[config.mk]
export PLATFORM = sky130hd
export DESIGN_NAME = pb_cmd_bank
export DESIGN_NICKNAME = d
export VERILOG_FILES = /design/src/rtl/pb_cmd_pkg.sv /design/src/rtl/pb_cmd_decode.sv /design/src/rtl/pb_port_slice.sv /design/src/rtl/pb_cmd_bank.sv
export SDC_FILE = /design/constraint.sdc
export NUM_CORES = 1
export LEC_CHECK = 0
export BUFFER_PORTS_ARGS = -buffer_cell sky130_fd_sc_hd__buf_4
export CORE_MARGIN = 1.5
export CORE_UTILIZATION = 48
export DETAILED_ROUTE_END_ITERATION = 8
export PLACE_DENSITY_LB_ADDON = 0.2
export SLEW_MARGIN = 10
export SYNTH_ARGS = -nofsm -noshare
export SYNTH_HDL_FRONTEND = slang
export SYNTH_SLANG_ARGS = --single-unit
export TNS_END_PERCENT = 100
[constraint.sdc]
create_clock -name clk -period 1.9 [get_ports clk]
set_input_delay 0.095 -clock clk [delete_from_list [all_inputs] [get_ports clk]]
set_output_delay 0.095 -clock clk [all_outputs]
set_load 0.005 [all_outputs]
[src/rtl/pb_cmd_pkg.sv]
// Package: shared types for the command register bank.
// Assumes two mode bits per port and one command bundle per port.
package pb_cmd_pkg;

    typedef enum logic [1:0] {
        MODE_OFF    = 2'b00,
        MODE_MANUAL = 2'b01,
        MODE_SEMI   = 2'b10,
        MODE_AUTO   = 2'b11
    } port_mode_e;

    // Registered per-port actions decoded from one bus write
    typedef struct packed {
        logic det_go;
        logic cls_go;
        logic pwr_set;
        logic pwr_clr;
        logic port_rst;
    } port_cmd_t;

endpackage

[src/rtl/pb_cmd_decode.sv]
// Module: pb_cmd_decode
// Turns one bus write into registered one-cycle action pulses per port,
// plus a global reset pulse. It assumes that per-port fields sit in bits
// [NP-1:0] and [2*NP-1:NP] of the write data, and that the global reset
// bit lies above the per-port reset bits.
module pb_cmd_decode
    import pb_cmd_pkg::*;
#(
    parameter int NP       = 4,
    parameter int AW       = 8,
    parameter int DW       = 8,
    parameter int GLOB_BIT = 4,
    parameter logic [AW-1:0] ADDR_RESTART = 8'h18,
    parameter logic [AW-1:0] ADDR_POWER   = 8'h19,
    parameter logic [AW-1:0] ADDR_RESET   = 8'h1A
) (
    input  logic                 clk,
    input  logic                 rst_n,
    input  logic [AW-1:0]        bus_addr,
    input  logic [DW-1:0]        bus_wdata,
    input  logic                 bus_wr,
    output port_cmd_t [NP-1:0]   cmd_q,
    output logic                 glob_q
);

    logic hit_restart, hit_power, hit_reset;
    port_cmd_t [NP-1:0] cmd_d;

    // Address match, qualified by the write strobe
    always_comb begin
        hit_restart = bus_wr && (bus_addr == ADDR_RESTART);
        hit_power   = bus_wr && (bus_addr == ADDR_POWER);
        hit_reset   = bus_wr && (bus_addr == ADDR_RESET);
    end

    // Per-port bit extraction: only 1 bits produce an action
    for (genvar i = 0; i < NP; i++) begin : g_bits
        always_comb begin
            cmd_d[i].det_go   = hit_restart && bus_wdata[i];
            cmd_d[i].cls_go   = hit_restart && bus_wdata[NP+i];
            cmd_d[i].pwr_set  = hit_power   && bus_wdata[i];
            cmd_d[i].pwr_clr  = hit_power   && bus_wdata[NP+i];
            cmd_d[i].port_rst = hit_reset   && bus_wdata[i];
        end
    end

    // Register the action pulses so that each lasts one cycle
    always_ff @(posedge clk) begin
        if (!rst_n) begin
            cmd_q  <= '0;
            glob_q <= 1'b0;
        end else begin
            cmd_q  <= cmd_d;
            glob_q <= hit_reset && bus_wdata[GLOB_BIT];
        end
    end

endmodule

[src/rtl/pb_port_slice.sv]
// Module: pb_port_slice
// Holds the state of one port and applies the decoded actions to it, gated
// by the port mode and the cooldown input. A clear (power clear, port
// reset or global reset) overrides every set that lands on the same edge.
module pb_port_slice
    import pb_cmd_pkg::*;
#(
    parameter int STAT_W = 3
) (
    input  logic              clk,
    input  logic              rst_n,
    input  port_cmd_t         cmd,
    input  logic              glob_rst,
    input  logic [1:0]        mode,
    input  logic              cool_busy,
    input  logic              det_evt_set,
    input  logic              flt_evt_set,
    input  logic              stat_wr,
    input  logic [STAT_W-1:0] stat_in,
    output logic              det_start,
    output logic              cls_start,
    output logic              pwr_en,
    output logic              det_en,
    output logic              cls_en,
    output logic              det_evt,
    output logic              flt_evt,
    output logic [STAT_W-1:0] status
);

    port_mode_e mode_e;
    logic is_off, is_manual, is_auto, wipe, set_ok;

    // Mode classification and action gating
    always_comb begin
        mode_e    = port_mode_e'(mode);
        is_off    = (mode_e == MODE_OFF);
        is_manual = (mode_e == MODE_MANUAL);
        is_auto   = (mode_e == MODE_SEMI) || (mode_e == MODE_AUTO);
        wipe      = cmd.port_rst || glob_rst || (cmd.pwr_clr && !is_off);
        set_ok    = cmd.pwr_set && !is_off && !cool_busy;
    end

    // In manual mode a restart bit becomes a start pulse
    assign det_start = cmd.det_go && is_manual;
    assign cls_start = cmd.cls_go && is_manual;

    // Port state: the clear cascade first, then the individual sets
    always_ff @(posedge clk) begin
        if (!rst_n || wipe) begin
            pwr_en  <= 1'b0;
            det_en  <= 1'b0;
            cls_en  <= 1'b0;
            det_evt <= 1'b0;
            flt_evt <= 1'b0;
            status  <= '0;
        end else begin
            if (set_ok)                pwr_en  <= 1'b1;
            if (cmd.det_go && is_auto) det_en  <= 1'b1;
            if (cmd.cls_go && is_auto) cls_en  <= 1'b1;
            if (det_evt_set)           det_evt <= 1'b1;
            if (flt_evt_set)           flt_evt <= 1'b1;
            if (stat_wr)               status  <= stat_in;
        end
    end

    // power enable rises only on an accepted set
    p_pwr_set_gate_r5: assert property (@(posedge clk) disable iff (!rst_n)
        $rose(pwr_en) |-> $past(cmd.pwr_set && !cool_busy && !is_off));

    // a power clear leaves the whole port state empty
    p_clr_cascade_r6: assert property (@(posedge clk) disable iff (!rst_n)
        $past(cmd.pwr_clr && !is_off) |->
            (!pwr_en && !det_en && !cls_en && !det_evt && !flt_evt && status == '0));

    // a port reset leaves the whole port state empty
    p_port_rst_r7: assert property (@(posedge clk) disable iff (!rst_n)
        $past(cmd.port_rst) |->
            (!pwr_en && !det_en && !cls_en && !det_evt && !flt_evt && status == '0));

    // enables are never set in manual or shutdown mode
    p_en_auto_only_r4: assert property (@(posedge clk) disable iff (!rst_n)
        $rose(det_en) |-> $past(is_auto));

endmodule

[src/rtl/pb_cmd_bank.sv]
// Module: pb_cmd_bank (top)
// Command register bank for a multi-port power controller. It decodes the
// write-only command addresses, keeps the per-port state in one slice per
// port, and holds the global strap and undervoltage flags. Reads return
// zero. Assumes 2*NP <= DW and NP <= GLOB_BIT.
module pb_cmd_bank
    import pb_cmd_pkg::*;
#(
    parameter int NP     = 4,
    parameter int AW     = 8,
    parameter int DW     = 8,
    parameter int STAT_W = 3
) (
    input  logic                   clk,
    input  logic                   rst_n,
    input  logic [AW-1:0]          bus_addr,
    input  logic [DW-1:0]          bus_wdata,
    input  logic                   bus_wr,
    input  logic                   bus_rd,
    output logic [DW-1:0]          bus_rdata,
    input  logic [2*NP-1:0]        port_mode,
    input  logic [NP-1:0]          cool_busy,
    input  logic                   auto_strap,
    input  logic [NP-1:0]          det_evt_set,
    input  logic [NP-1:0]          flt_evt_set,
    input  logic [NP-1:0]          stat_wr,
    input  logic [NP*STAT_W-1:0]   stat_in,
    input  logic                   uvlo_set,
    output logic [NP-1:0]          det_start,
    output logic [NP-1:0]          cls_start,
    output logic [NP-1:0]          pwr_en,
    output logic [NP-1:0]          det_en,
    output logic [NP-1:0]          cls_en,
    output logic [NP-1:0]          det_evt,
    output logic [NP-1:0]          flt_evt,
    output logic [NP*STAT_W-1:0]   port_status,
    output logic                   auto_mode,
    output logic                   uvlo_flag
);

    localparam int GLOB_BIT = 4;

    port_cmd_t [NP-1:0] cmd_q;
    logic glob_q;

    pb_cmd_decode #(
        .NP(NP), .AW(AW), .DW(DW), .GLOB_BIT(GLOB_BIT)
    ) u_decode (
        .clk       (clk),
        .rst_n     (rst_n),
        .bus_addr  (bus_addr),
        .bus_wdata (bus_wdata),
        .bus_wr    (bus_wr),
        .cmd_q     (cmd_q),
        .glob_q    (glob_q)
    );

    for (genvar i = 0; i < NP; i++) begin : g_port
        pb_port_slice #(.STAT_W(STAT_W)) u_slice (
            .clk         (clk),
            .rst_n       (rst_n),
            .cmd         (cmd_q[i]),
            .glob_rst    (glob_q),
            .mode        (port_mode[2*i +: 2]),
            .cool_busy   (cool_busy[i]),
            .det_evt_set (det_evt_set[i]),
            .flt_evt_set (flt_evt_set[i]),
            .stat_wr     (stat_wr[i]),
            .stat_in     (stat_in[STAT_W*i +: STAT_W]),
            .det_start   (det_start[i]),
            .cls_start   (cls_start[i]),
            .pwr_en      (pwr_en[i]),
            .det_en      (det_en[i]),
            .cls_en      (cls_en[i]),
            .det_evt     (det_evt[i]),
            .flt_evt     (flt_evt[i]),
            .status      (port_status[STAT_W*i +: STAT_W])
        );

        // a start pulse is never held for two cycles by one write
        p_one_cycle_pulse_r9: assert property (@(posedge clk) disable iff (!rst_n)
            (det_start[i] || cls_start[i]) |=>
                (!(det_start[i] || cls_start[i]) || $past(bus_wr)));
    end

    // Global flags: strap latch and undervoltage flag
    always_ff @(posedge clk) begin
        if (!rst_n) begin
            auto_mode <= auto_strap;
            uvlo_flag <= 1'b1;
        end else if (glob_q) begin
            auto_mode <= auto_strap;
            uvlo_flag <= 1'b0;
        end else if (uvlo_set) begin
            uvlo_flag <= 1'b1;
        end
    end

    // Read path: every register here is write-only and reads as zero
    always_ff @(posedge clk) begin
        if (!rst_n)      bus_rdata <= '0;
        else if (bus_rd) bus_rdata <= '0;
    end

    // a global reset reloads the strap and leaves the flag clear
    p_global_defaults_r8: assert property (@(posedge clk) disable iff (!rst_n)
        $past(glob_q) |-> (!uvlo_flag && auto_mode == $past(auto_strap) && pwr_en == '0));

endmodule

# [Yosys cells after proc, flatten, opt, wreduce, memory -nomap -nowiden]
# Cells that the tools add are included.
[word_totals] ff_bits=55 inputBits=58 out_inout_bits=50
[classes] n_eq_ne=16 mux=4 n_reduce_logical=82
[ops] cell="logical AND 1 bit" n=52
[ops] cell="equality test 8 x 5 -> 1 bit (second input constant)" n=3
[ops] cell="equality test 2 bit (second input constant)" n=8
[ops] cell="logical OR 1 bit" n=16
[ops] cell="zero test 1 bit" n=9
[ops] cell="equality test 2 x 1 -> 1 bit (second input constant)" n=4
[ops] cell="zero test 2 bit" n=4
[ops] cell="two-way mux 1 bit" n=4
[ops] cell="!= test 2 x 1 -> 1 bit (second input constant)" n=1
[ops] cell="nonzero test 2 bit" n=1

# [Depth between registers and ports, before layout]
[logic_depth] depth_word=5 mapped_depth=4 depth_no_buf=3

# [Modules after synthesis]
# A second synthesis with hierarchy kept.
[unflattened] hier_cells=207 hier_area_um2=2110.8
[modules_own_cells] module="pb_port_slice" instances=4 cells_per_inst=31 area_per_inst_um2=305.3 seq_area_each_um2=160.2
[modules_own_cells] module="pb_cmd_decode" instances=1 cells_per_inst=69 area_per_inst_um2=760.7 seq_area_each_um2=420.4
[modules_own_cells] module="pb_cmd_bank" instances=1 cells_per_inst=14 area_per_inst_um2=128.9 seq_area_each_um2=50.0

# [Worst setup path after synthesis]
# OpenSTA, ideal clock, no wires.
[synth_timing] kind="register to register" start="reg u_decode.glob_q" end="reg g_port[0].u_slice.cls_en" arrival_ns=0.962 required_ns=1.835 path_slack_ns=0.874 stages_incl_launch_ff=4 synth_period_minus_slack_ns=1.026 cell_sequence="dfxtp_1 > nand2b_1 > a211o_1 > nor2_1"
[synth_via] elab_chain_len=3
[synth_lines] element="from (decl)" line="pb_cmd_decode.sv:23" source="output logic glob_q"
[synth_lines] element="from (signal assigned)" line="pb_cmd_decode.sv:54" source="glob_q <= hit_reset && bus_wdata[GLOB_BIT];"
[synth_lines] element="logical OR 1 bit (2 in series)" line="pb_port_slice.sv:39" source="wipe = cmd.port_rst || glob_rst || (cmd.pwr_clr && !is_off);"
[synth_lines] element="logical OR 1 bit" line="pb_port_slice.sv:49" source="if (!rst_n || wipe) begin"
[synth_lines] element="to (signal assigned)" line="pb_port_slice.sv:52" source="cls_en <= 1'b0;"
[synth_lines] element="to (signal assigned)" line="pb_port_slice.sv:59" source="if (cmd.cls_go && is_auto) cls_en <= 1'b1;"
[synth_lines] element="to (decl)" line="pb_port_slice.sv:24" source="output logic cls_en,"
# Every way passes these cells.
# A chain may end at the register's enable or synchronous reset.

==> impl_metrics.json <==
{
  "layout_commonest_cell": "sky130_fd_sc_hd__buf_4",
  "unrepaired_setup_endpoints_after_global_routing": "no",
  "report.final.hold_viol_count": 0,
  "final.setup_skew_ns": 0.00374,
  "power.density_mw_per_mm2": 723,
  "placeableCoreArea_mm2": 0.00409,
  "worst_setup_path_end_kind": "flip-flop",
  "clock-root-buffer": "sky130_fd_sc_hd__clkbuf_8",
  "antenna_cells": 0,
  "syn_inst": 208,
  "finish.utilization": 0.689,
  "final-max-slew-violation-count": 0,
  "arrival_ns": 1.53,
  "placed_cells_incl_taps": 326,
  "routabilityCongestion": 0.684,
  "dr_total_vias": 1607,
  "global_route.usage.total": 0.172,
  "timing.setup.critical_path_class": "input port to flip-flop",
  "cts_made_buffers": 5,
  "final-instance-count-excl-fill": 343,
  "via_per_inst": 4.69,
  "clk-insertion-delay-late_ns": 0.30,
  "grt_antenna_before_repair": 0,
  "drt_drc_violations_left": 0,
  "ant_nets": 0,
  "port-buffer-count": 98,
  "drt-pass1-iter-count": 4,
  "syn_std_cell_area_mm2": 0.00209,
  "postSynthRegisterBits": 55,
  "yosys_warnings": 0,
  "final_period_minus_worst_setup_slack_ns": 1.33,
  "die-height_um": 69.1,
  "design.final.nets": 350,
  "fp-row-count": 23,
  "post-dp-hpwl_um": 3140,
  "initial_core_utilization": 0.513,
  "power.leakage_nw": 1.48,
  "fmax_ghz": 0.753,
  "die-area_mm2": 0.00477,
  "cap_viol_max_count": 0,
  "number_of_global_route_vias_before_repair": 1531,
  "vdd.ir_drop.worst_mv": 0.384,
  "cts_tree": "yes",
  "final-seq-area_mm2": 0.00111,
  "post_cts.resized_instances": 0,
  "worstSetupStartpointType": "input port",
  "area_growth_pct": 34.5,
  "stdcell_area_mm2": 0.00282,
  "worstHoldPathType": "input port to flip-flop",
  "clk_pin_slew_ns": 0.09,
  "die_width_um": 69.1,
  "synth_cell_types": 22,
  "drt_wl_total_um": 4140,
  "maximum_number_of_pins_on_one_net_before_global_route_repair": 17,
  "syn_area_per_cell_um2": 10.1,
  "first_pass_grt_wire_length_um": 6690,
  "finalSetupViolations": 0,
  "period_utilization_post_route": 0.699,
  "drt-wirelength-per-cell_um": 12.1,
  "synth.yosys.seq_area_share": 0.530,
  "final_layout_size_suffix_gt1_frac": 0.379,
  "worst_ep_required_ns": 2.10,
  "finalSetupTns_ns": 0,
  "ctsLongestPathBuffers": 2,
  "design.portCount": 108,
  "clock_sinks": 55,
  "htree_levels": 2,
  "multi_input_logic_area_um2": 717,
  "place_area_mm2": 0.00264,
  "critical_path_peak_fanout": 9,
  "detail_route.iter0.violations": 52,
  "status": "completed",
  "fillers": 340,
  "leading_cell_types_in_the_layout_fill_and_taps_excluded": "sky130_fd_sc_hd__buf_4, sky130_fd_sc_hd__dfxtp_1, sky130_fd_sc_hd__nor2_1",
  "global_route.overflow_total": 0
}
## synthesized netlist by cell type
cell,n,area (um2)
sky130_fd_sc_hd__and3_1,22,138
sky130_fd_sc_hd__conb_1,1,3.75
sky130_fd_sc_hd__buf_4,37,278
sky130_fd_sc_hd__a211o_1,2,17.5
sky130_fd_sc_hd__nor2_1,42,158
sky130_fd_sc_hd__and4bb_1,1,12.5
sky130_fd_sc_hd__and2b_1,1,7.51
sky130_fd_sc_hd__mux2i_1,12,120
sky130_fd_sc_hd__dfxtp_1,54,1080
sky130_fd_sc_hd__a211o_4,2,35.0
sky130_fd_sc_hd__a21oi_1,8,40.0
sky130_fd_sc_hd__and2_1,1,6.26
sky130_fd_sc_hd__inv_1,4,15.0
sky130_fd_sc_hd__edfxtp_1,1,30.0
sky130_fd_sc_hd__a31oi_1,4,25.0
sky130_fd_sc_hd__and3b_2,4,40.0
sky130_fd_sc_hd__o21ai_0,1,5.00
sky130_fd_sc_hd__nand2b_1,1,6.26
sky130_fd_sc_hd__or2_1,4,25.0
sky130_fd_sc_hd__and2_0,1,6.26
sky130_fd_sc_hd__and3b_1,4,35.0
sky130_fd_sc_hd__and4b_1,1,10.0
## critical path: stages
cell and delay, ns:
sky130_fd_sc_hd__dlygate4sd3_1 0.53, sky130_fd_sc_hd__buf_4 0.14, sky130_fd_sc_hd__and2b_1 0.24, sky130_fd_sc_hd__and3_1 0.30
sky130_fd_sc_hd__and3_1 0.21
## per-stage QoR
stage / worst slack (ns) / hold slack [ns] / power, mW
2_1_floorplan: 0.874 / 0.171 / 1.32
3_3_place_gp: 0.709 / 0.274 / 1.44
3_5_place_dp: 0.663 / 0.277 / 1.44
4_1_cts: 0.566 / 0.0117 / 2.07
5_1_grt: 0.522 / 0.0106 / 2.15
6_report: 0.572 / 0.0170 / 2.04
## report_power, final
part	internal (mW)	leakage, nW	switching (mW)	total (mW)
Sequential	1.18	0.450	0.0139	1.20
Combinational	0.150	0.986	0.0828	0.233
Clock	0.258	0.0412	0.347	0.605
Total	1.59	1.48	0.444	2.04
## sequential cells by signal (all words and copies together), names as in the netlist
register / cells
u_decode.cmd_q: 20
g_port.u_slice.status: 12
g_port.u_slice.cls_en: 4
g_port.u_slice.pwr_en: 4
u_decode.glob_q: 1
g_port.u_slice.det_evt: 4
g_port.u_slice.flt_evt: 4
auto_mode: 1
g_port.u_slice.det_en: 4
uvlo_flag: 1
## timing repair
action | in CTS | in global routing
hold endpoints to repair | 9 | 0
buffers inserted | 0 | 0
endpoints found under the setup margin | 0 | 0
hold buffers | 9 | 0
## path summary, 6_finish.rpt
check                                      from                           to  slack, ns  depth (start not counted)
worst min register to register  u_decode.glob_q                    uvlo_flag       0.44                          1
worst min-delay path             det_evt_set[3]    g_port[3].u_slice.det_evt       0.02                          3
worst max register to register  u_decode.glob_q  g_port[0].u_slice.status[2]       0.65                          3
worst max-delay path                      rst_n           u_decode.cmd_q[12]       0.57                          5
## per-layer routing
| layer | up-vias | share of wire | GRT usage | wire, um |
|---|---|---|---|---|
| li1 | 822 | - | - | - |
| met1 | 716 | 0.40 | 0.191 | 1650 |
| met2 | 64 | 0.53 | 0.318 | 2190 |
| met3 | 5 | 0.060 | 0.0380 | 247 |
| met4 | 0 | 0.014 | 0.0654 | 60 |
| met5 | - | 0 | 0 | 0 |
## cell type report
class,count,share of cell area
clock buffer,6,0.0258
clock inverter,2,0.00444
inverter,4,0.00533
multi-input combinational,119,0.255
sequential,55,0.394
tap,50,0.0222
timing repair buffer,107,0.293
## logic make-up (layout without fill, tap and decap cells)
group                  count (synthesis)  after routing  synth area share
AOI/OAI and AO/OA                     17             17            0.0585
and+or+nand+nor                       82             82             0.212
DFF                                   55             55             0.530
muxes                                 12             12            0.0573
buffers and inverters                 41            119             0.140
other                                  1              8           0.00179
Power figures use the tool's default switching activity.
